`src/rtl/ilv_dt_pwm_pkg.sv`:
```
package ilv_dt_pwm_pkg;

    // complementary gate pair of one half-bridge
    typedef struct packed {
        logic hi;
        logic lo;
    } gate_pair_t;

    // carrier shift of phase idx when nph phases share one period
    function automatic int unsigned carrier_offset(input int unsigned idx,
                                                   input int unsigned nph,
                                                   input int unsigned period);
        if (nph == 0) return 0;
        return (idx * period) / nph;
    endfunction

endpackage

```
`src/rtl/ilv_carrier_cnt.sv`:
```
module ilv_carrier_cnt #(
    parameter int CNT_W = 10
) (
    input  logic             clk,
    input  logic             rst_n,
    input  logic             en,
    output logic [CNT_W-1:0] cnt_o
);

    typedef struct packed {
        logic [CNT_W-1:0] cnt;
    } cnt_state_t;

    cnt_state_t st_d, st_q;

    // shared sawtooth, restarts at zero whenever disabled
    always_comb begin
        st_d = st_q;
        if (en) st_d.cnt = st_q.cnt + CNT_W'(1);
        else    st_d.cnt = '0;
    end

    always_ff @(posedge clk) begin
        if (!rst_n) st_q <= '0;
        else        st_q <= st_d;
    end

    assign cnt_o = st_q.cnt;

endmodule

```
`src/rtl/ilv_dead_gen.sv`:
```
module ilv_dead_gen
    import ilv_dt_pwm_pkg::*;
#(
    parameter int DT_W = 8
) (
    input  logic            clk,
    input  logic            rst_n,
    input  logic            en,
    input  logic            raw_i,
    input  logic [DT_W-1:0] dt_i,
    output gate_pair_t      gate_o
);

    localparam int RUN_W = DT_W + 1;
    localparam logic [RUN_W-1:0] RUN_MAX = '1;

    typedef struct packed {
        logic             lvl;
        logic [RUN_W-1:0] run;
        gate_pair_t       gate;
    } dg_state_t;

    dg_state_t st_d, st_q;
    logic [RUN_W-1:0] dt_ext;

    assign dt_ext = {1'b0, dt_i};

    // a gate turns on only after its level has held longer than dt
    always_comb begin
        st_d = st_q;
        if (!en) begin
            st_d = '0;
        end else begin
            st_d.lvl = raw_i;
            if (raw_i == st_q.lvl)
                st_d.run = (st_q.run == RUN_MAX) ? st_q.run : st_q.run + RUN_W'(1);
            else
                st_d.run = RUN_W'(1);
            st_d.gate.hi = raw_i  && (st_d.run > dt_ext);
            st_d.gate.lo = !raw_i && (st_d.run > dt_ext);
        end
    end

    always_ff @(posedge clk) begin
        if (!rst_n) st_q <= '0;
        else        st_q <= st_d;
    end

    assign gate_o = st_q.gate;

endmodule

```
`src/rtl/ilv_phase_leg.sv`:
```
module ilv_phase_leg
    import ilv_dt_pwm_pkg::*;
#(
    parameter int CNT_W  = 10,
    parameter int DT_W   = 8,
    parameter int MAX_PH = 3,
    parameter int PH_IDX = 0,
    localparam int PH_W  = $clog2(MAX_PH + 1)
) (
    input  logic             clk,
    input  logic             rst_n,
    input  logic             en,
    input  logic [PH_W-1:0]  n_act,
    input  logic [CNT_W-1:0] cnt_i,
    input  logic [CNT_W-1:0] duty_i,
    input  logic [DT_W-1:0]  dt_i,
    output gate_pair_t       gate_o,
    output logic             mid_o
);

    localparam int unsigned     PERIOD = 1 << CNT_W;
    localparam logic [CNT_W-1:0] C_TOP  = '1;
    localparam logic [PH_W-1:0]  IDX_V  = PH_W'(PH_IDX);

    typedef struct packed {
        logic [CNT_W-1:0] duty;
    } leg_state_t;

    leg_state_t st_d, st_q;

    logic [CNT_W-1:0] offs;
    logic [CNT_W-1:0] car;
    logic             active;
    logic             leg_en;
    logic             raw;

    // even spread of carriers; all divisions are by loop constants
    always_comb begin
        offs = '0;
        for (int n = 1; n <= MAX_PH; n++) begin
            if (n_act == PH_W'(n))
                offs = CNT_W'(carrier_offset(PH_IDX, n, PERIOD));
        end
    end

    assign active = (IDX_V < n_act);
    assign leg_en = en && active;
    assign car    = cnt_i - offs;

    // duty taken at the last count of this phase's own period
    always_comb begin
        st_d = st_q;
        if (!leg_en || (car == C_TOP)) st_d.duty = duty_i;
    end

    always_ff @(posedge clk) begin
        if (!rst_n) st_q <= '0;
        else        st_q <= st_d;
    end

    // full-scale word holds the command on across the wrap
    assign raw = leg_en && ((st_q.duty == C_TOP) || (car < st_q.duty));

    // only phase 0 reports its mid-pulse point
    generate
        if (PH_IDX == 0) begin : g_mid
            assign mid_o = leg_en && (car == (st_q.duty >> 1));
        end else begin : g_nomid
            assign mid_o = 1'b0;
        end
    endgenerate

    ilv_dead_gen #(
        .DT_W (DT_W)
    ) u_dead (
        .clk    (clk),
        .rst_n  (rst_n),
        .en     (leg_en),
        .raw_i  (raw),
        .dt_i   (dt_i),
        .gate_o (gate_o)
    );

endmodule

```
`src/rtl/ilv_dt_pwm.sv`:
```
module ilv_dt_pwm
    import ilv_dt_pwm_pkg::*;
#(
    parameter int CNT_W  = 10,
    parameter int DT_W   = 8,
    parameter int MAX_PH = 3,
    localparam int PH_W  = $clog2(MAX_PH + 1)
) (
    input  logic              clk,
    input  logic              rst_n,
    input  logic              en,
    input  logic [PH_W-1:0]   ph_num,
    input  logic [CNT_W-1:0]  duty,
    input  logic [DT_W-1:0]   dead_cyc,
    output logic [MAX_PH-1:0] hs_o,
    output logic [MAX_PH-1:0] ls_o,
    output logic              smp_stb_o
);

    typedef struct packed {
        logic stb;
    } top_state_t;

    top_state_t        st_d, st_q;
    logic [CNT_W-1:0]  cnt;
    logic [PH_W-1:0]   n_act;
    logic [MAX_PH-1:0] mid_w;
    gate_pair_t        gate_w [MAX_PH];

    // clamp the requested phase count into 1..MAX_PH
    always_comb begin
        if (ph_num == '0)                  n_act = PH_W'(1);
        else if (ph_num > PH_W'(MAX_PH))   n_act = PH_W'(MAX_PH);
        else                               n_act = ph_num;
    end

    ilv_carrier_cnt #(
        .CNT_W (CNT_W)
    ) u_cnt (
        .clk   (clk),
        .rst_n (rst_n),
        .en    (en),
        .cnt_o (cnt)
    );

    generate
        for (genvar k = 0; k < MAX_PH; k++) begin : g_leg
            ilv_phase_leg #(
                .CNT_W  (CNT_W),
                .DT_W   (DT_W),
                .MAX_PH (MAX_PH),
                .PH_IDX (k)
            ) u_leg (
                .clk    (clk),
                .rst_n  (rst_n),
                .en     (en),
                .n_act  (n_act),
                .cnt_i  (cnt),
                .duty_i (duty),
                .dt_i   (dead_cyc),
                .gate_o (gate_w[k]),
                .mid_o  (mid_w[k])
            );
            assign hs_o[k] = gate_w[k].hi;
            assign ls_o[k] = gate_w[k].lo;
        end
    endgenerate

    // registered so the strobe lines up with the gate outputs
    always_comb begin
        st_d     = st_q;
        st_d.stb = en && (|mid_w);
    end

    always_ff @(posedge clk) begin
        if (!rst_n) st_q <= '0;
        else        st_q <= st_d;
    end

    assign smp_stb_o = st_q.stb;

endmodule

```
`config.mk`:
```
export PLATFORM = sky130hd
export DESIGN_NAME = ilv_dt_pwm
export DESIGN_NICKNAME = d
export VERILOG_FILES = /design/src/rtl/ilv_dt_pwm_pkg.sv /design/src/rtl/ilv_carrier_cnt.sv /design/src/rtl/ilv_dead_gen.sv /design/src/rtl/ilv_phase_leg.sv /design/src/rtl/ilv_dt_pwm.sv
export SDC_FILE = /design/constraint.sdc
export NUM_CORES = 1
export LEC_CHECK = 0
export ABC_AREA = 1
export BUFFER_PORTS_ARGS = -buffer_cell sky130_fd_sc_hd__buf_4
export CORE_MARGIN = 5
export CORE_UTILIZATION = 69
export CTS_BUF_LIST = sky130_fd_sc_hd__clkbuf_8
export DETAILED_ROUTE_END_ITERATION = 8
export PLACE_DENSITY = 0.86
export SYNTH_ARGS = -nofsm -noshare
export SYNTH_HDL_FRONTEND = slang
export SYNTH_SLANG_ARGS = --single-unit
```
`constraint.sdc`:
```
create_clock -name clk -period 9.6 [get_ports clk]
set_input_delay 0.48 -clock clk [delete_from_list [all_inputs] [get_ports clk]]
set_output_delay 0.48 -clock clk [all_outputs]
set_load 0.05 [all_outputs]
```
==> metrics.md <==
| Metric | Value |
|---|---|
| Mux contribution to synthesized area | `0` |
| Max_slew headroom | `0.575` |
| Cell mode on critical path | `nand2_1` |
| Multi-input logic area | `about 3500 um2` |
| Global route total overflow | `0` |
| Total length of routed wires | `13200 um` |
| # Max-Cap Violations | `0` |
| WL per Instance | `between 10 and 15 um` |
| Pleak | `~3.0 nW` |
| Nets | `roughly 950` |
| Post-CTS setup buffers | `0` |
| RSZ-0062 raised after global routing | `false` |
| DIE AREA | `approximately 10000 um2` |
| Mapped Area | `approximately 5700 um2` |
| Delay-heaviest family, CP | `simple AND/OR/NAND/NOR gates` |
| Worst vdd ir | `0.0000940 V` |
| Synth Area in XOR/XNOR | `0.0447` |
| Critical Path Sink Type | `flop` |
| Main combinational cell family by area after synthesis | `simple AND/OR/NAND/NOR gates` |
| CTS Sinks | `77` |
| Area grow syn2layout | `6.08%` |
| Critical Path RT | `between 9 and 10 ns` |
| Die Wd | `just over 100 um` |
| CTS Buf Count | `9` |
| Final antenna-violating net count | `0` |
| Worst clock skew | `roughly 0.014 ns` |
| First-pass GRT wire length | `23100 um` |
| Synth Area in Simple Gates | `0.321` |
| Pwr/cell area | `approximately 120 nW/um2` |
| Pin count of the biggest net entering global routing | `33` |
| CTS clk-pin slew, worst paths | `~0.090 ns` |
| FP Rows | `33` |
| Setup Viol. Count Final | `0` |
| Post-synthesis adder-cell area fraction | `0.145` |
| Worst r2r src | `u_cnt.cnt_o[1]` |
| Slowest cell on crit path | `or4_1` |
| Final Max Tran Viols | `0` |
| Gr usage total | `0.279` |
| Critical path depth | `26` |
| Status | `finished clean` |
| TritonRoute pass-1 iters | `7` |
| Crit path time final | `~4.5 ns` |
| Met1 usage | `0.331` |
| Reg2Reg Depth | `24` |
| Core Box Area | `8130 um2` |
| R2R setup slack | `5.18 ns` |
| Compound-gate portion of the synthesized area | `0.0985` |
| Net Count, Synth | `slightly above 900` |
| Fillers | `680` |
| FF+latch count, synth | `77` |
| Root Buffer | `clkbuf_8` |
| Worst EP arrival | `between 4 and 5 ns` |
| WHS | `0.382 ns` |
| Slowest Stage Delay on Critical Path | `roughly 0.52 ns` |
| Initial DRC Count | `236` |
| Die H | `a little over 100 um` |
| Cells after Synth | `approximately 840` |
| Setup CP Type | `input port to flop` |
| CTS tree | `yes` |
| Number of global-route vias before repair | `between 5000 and 6000` |
| Final instance area | `between 6000 and 7000 um2` |
| Final Hold Viols | `0` |
| Setup TNS | `0 ns` |
| Hold_buf cts | `0` |
| Share of layout cells above drive strength 1 | `0.0974` |
| Final period utilization | `0.464` |
| Crit path buf inv count | `5` |
| Via density | `~5.5` |
| GRT Max-Usage Layer | `met2` |
| Diodes inserted | `0` |
| GR Util met2 | `0.499` |
| Slew @ Worst Pin | `about 0.64 ns` |
| Via Count | `roughly 5300` |
| Num ports | `30` |
| Post-DP Area | `between 5000 and 6000 um2` |
| Port Buffers | `29` |
| DRC | `0` |
| Post-synthesis sequential area ratio | `0.271` |
| DP Wirelength | `10500 um` |
| Clock latency on the worst-skew pair | `~0.36 ns` |
| Initial antenna violation count | `0` |
| Syn. warnings | `0` |
| Worst r2r dst | `g_leg[2].u_leg.u_dead.gate_o[1]` |
| M3 GR Usage | `0.0478` |
| Routability cong. | `roughly 0.95` |
| Fmax | `between 200 and 250 MHz` |
| Register area | `between 1500 and 2000 um2` |
| CTS max path bufs | `2` |
| Initial Util | `0.698` |
| Post-CTS sizing | `0` |
| Hold WC Path Type | `input port to flop` |
| Startpoint type of the worst setup path | `input port` |
| End of the critical path | `g_leg[2].u_leg.u_dead.gate_o[1]` |
| Avg Cell Area, Syn | `between 6 and 7 um2` |
| CP max FO | `13` |
| Worst Setup SP | `ph_num[1]` |
| CTS H-Tree Depth | `3` |
| Library cells used by synthesis | `39` |
==> layout make-up <==
type,instances,area share
Clock buffer,10,0.0228
Clock inverter,6,0.00768
Inverter,128,0.0797
Multi-Input combinational cell,611,0.575
Sequential cell,77,0.256
Tap cell,105,0.0218
Timing Repair Buffer,30,0.0374
==> metal layers <==
metal | vias to the layer above | part of all wire
li1 | 2743 | -
met1 | 2399 | 0.44
met2 | 132 | 0.48
met3 | 35 | 0.044
met4 | 0 | 0.030
met5 | - | 0
==> tightest hold or removal path, cell delays in order <==
cell	delay (ns)
buf_4	0.10
nor2_1	0.04
nor2_1	0.08
==> sequential cells by signal, indices dropped and copies added (netlist names) <==
name / flops
g_leg.u_leg.st_q: 30
g_leg.u_leg.u_dead.st_q: 30
smp_stb_o: 1
g_leg.u_leg.u_dead.gate_o: 6
u_cnt.cnt_o: 10
==> synthesized netlist by cell type (all sizes together) <==
cell / instances / area share
nand2: 177 / 0.12
inv: 127 / 0.084
nor2: 113 / 0.080
dfxtp: 77 / 0.27
a21oi: 66 / 0.058
ha: 66 / 0.15
nand3: 54 / 0.050
o21ai: 36 / 0.032
nor3: 31 / 0.029
buf: 21 / 0.029
xor2: 20 / 0.031
nand4: 18 / 0.021
xnor2: 9 / 0.014
clkbuf: 5 / 0.0051
nand3b: 5 / 0.0066
nor4: 4 / 0.0044
a21boi: 2 / 0.0026
nor3b: 2 / 0.0026
or2: 2 / 0.0022
a21o: 1 / 0.0013
a31oi: 1 / 0.0011
clkinv: 1 / 0.00066
nor4b: 1 / 0.0015
o221ai: 1 / 0.0015
o31ai: 1 / 0.0013
or4: 1 / 0.0013
==> cell families after synthesis <==
logic type	after synthesis
AO/OA/AOI/OAI	108
XOR/XNOR	29
adder cells (fa/ha/maj)	66
AND/OR/NAND/NOR	408
flip-flops	77
buffers and inverters	154
==> report_power, final <==
part           internal, W  switching, W  total (W)
Clock             0.000102      0.000129   0.000232
Combinational    0.0000494     0.0000860   0.000135
Sequential        0.000330    0.00000644   0.000336
==> worst min path at each step <==
stage	startpoint	endpoint	slack [ns]	cells after the start
2_1_floorplan	u_cnt.cnt_o[0]	u_cnt.cnt_o[0]	0.46	1
3_3_place_gp	g_leg[0].u_leg.st_q[1]	g_leg[0].u_leg.st_q[1]	0.49	2
3_5_place_dp	g_leg[0].u_leg.st_q[1]	g_leg[0].u_leg.st_q[1]	0.50	2
4_1_cts	duty[0]	g_leg[2].u_leg.st_q[0]	0.38	3
5_1_grt	duty[4]	g_leg[2].u_leg.st_q[4]	0.39	3
6_report	duty[0]	g_leg[0].u_leg.st_q[0]	0.38	3
==> per-stage QoR <==
step | util | cells | total power, W | setup slack (ns)
floorplan | - | 842 | 0.000442 | 5.57
global placement | 0.718 | 951 | 0.000470 | 5.10
detailed placement | 0.718 | 951 | 0.000477 | 4.84
CTS | 0.741 | 967 | 0.000703 | 5.20
global route | 0.741 | 967 | 0.000746 | 4.68
finish | 0.741 | 967 | 0.000703 | 5.15
==> cells in the final DEF (no fill, tap or decap), types with 2 or more instances in the layout <==
cell / instances
a21boi_0: 2
buf_4: 30
nor3_1: 29
xnor2_1: 9
nand3_2: 3
nor3_2: 2
nor4_1: 4
nor3b_1: 2
ha_1: 66
dfxtp_1: 77
nor2_2: 7
clkbuf_8: 10
xor2_1: 20
a21oi_1: 66
nand4_1: 17
or2_2: 2
o21ai_0: 32
clkinv_4: 2
inv_1: 116
nand3b_1: 5
inv_2: 11
nand2_2: 8
clkinvlp_4: 2
nand3_1: 51
nor2_1: 104
nand2_1: 168
nor2_4: 2
o21ai_1: 3
(Power assumes the default switching activity.)
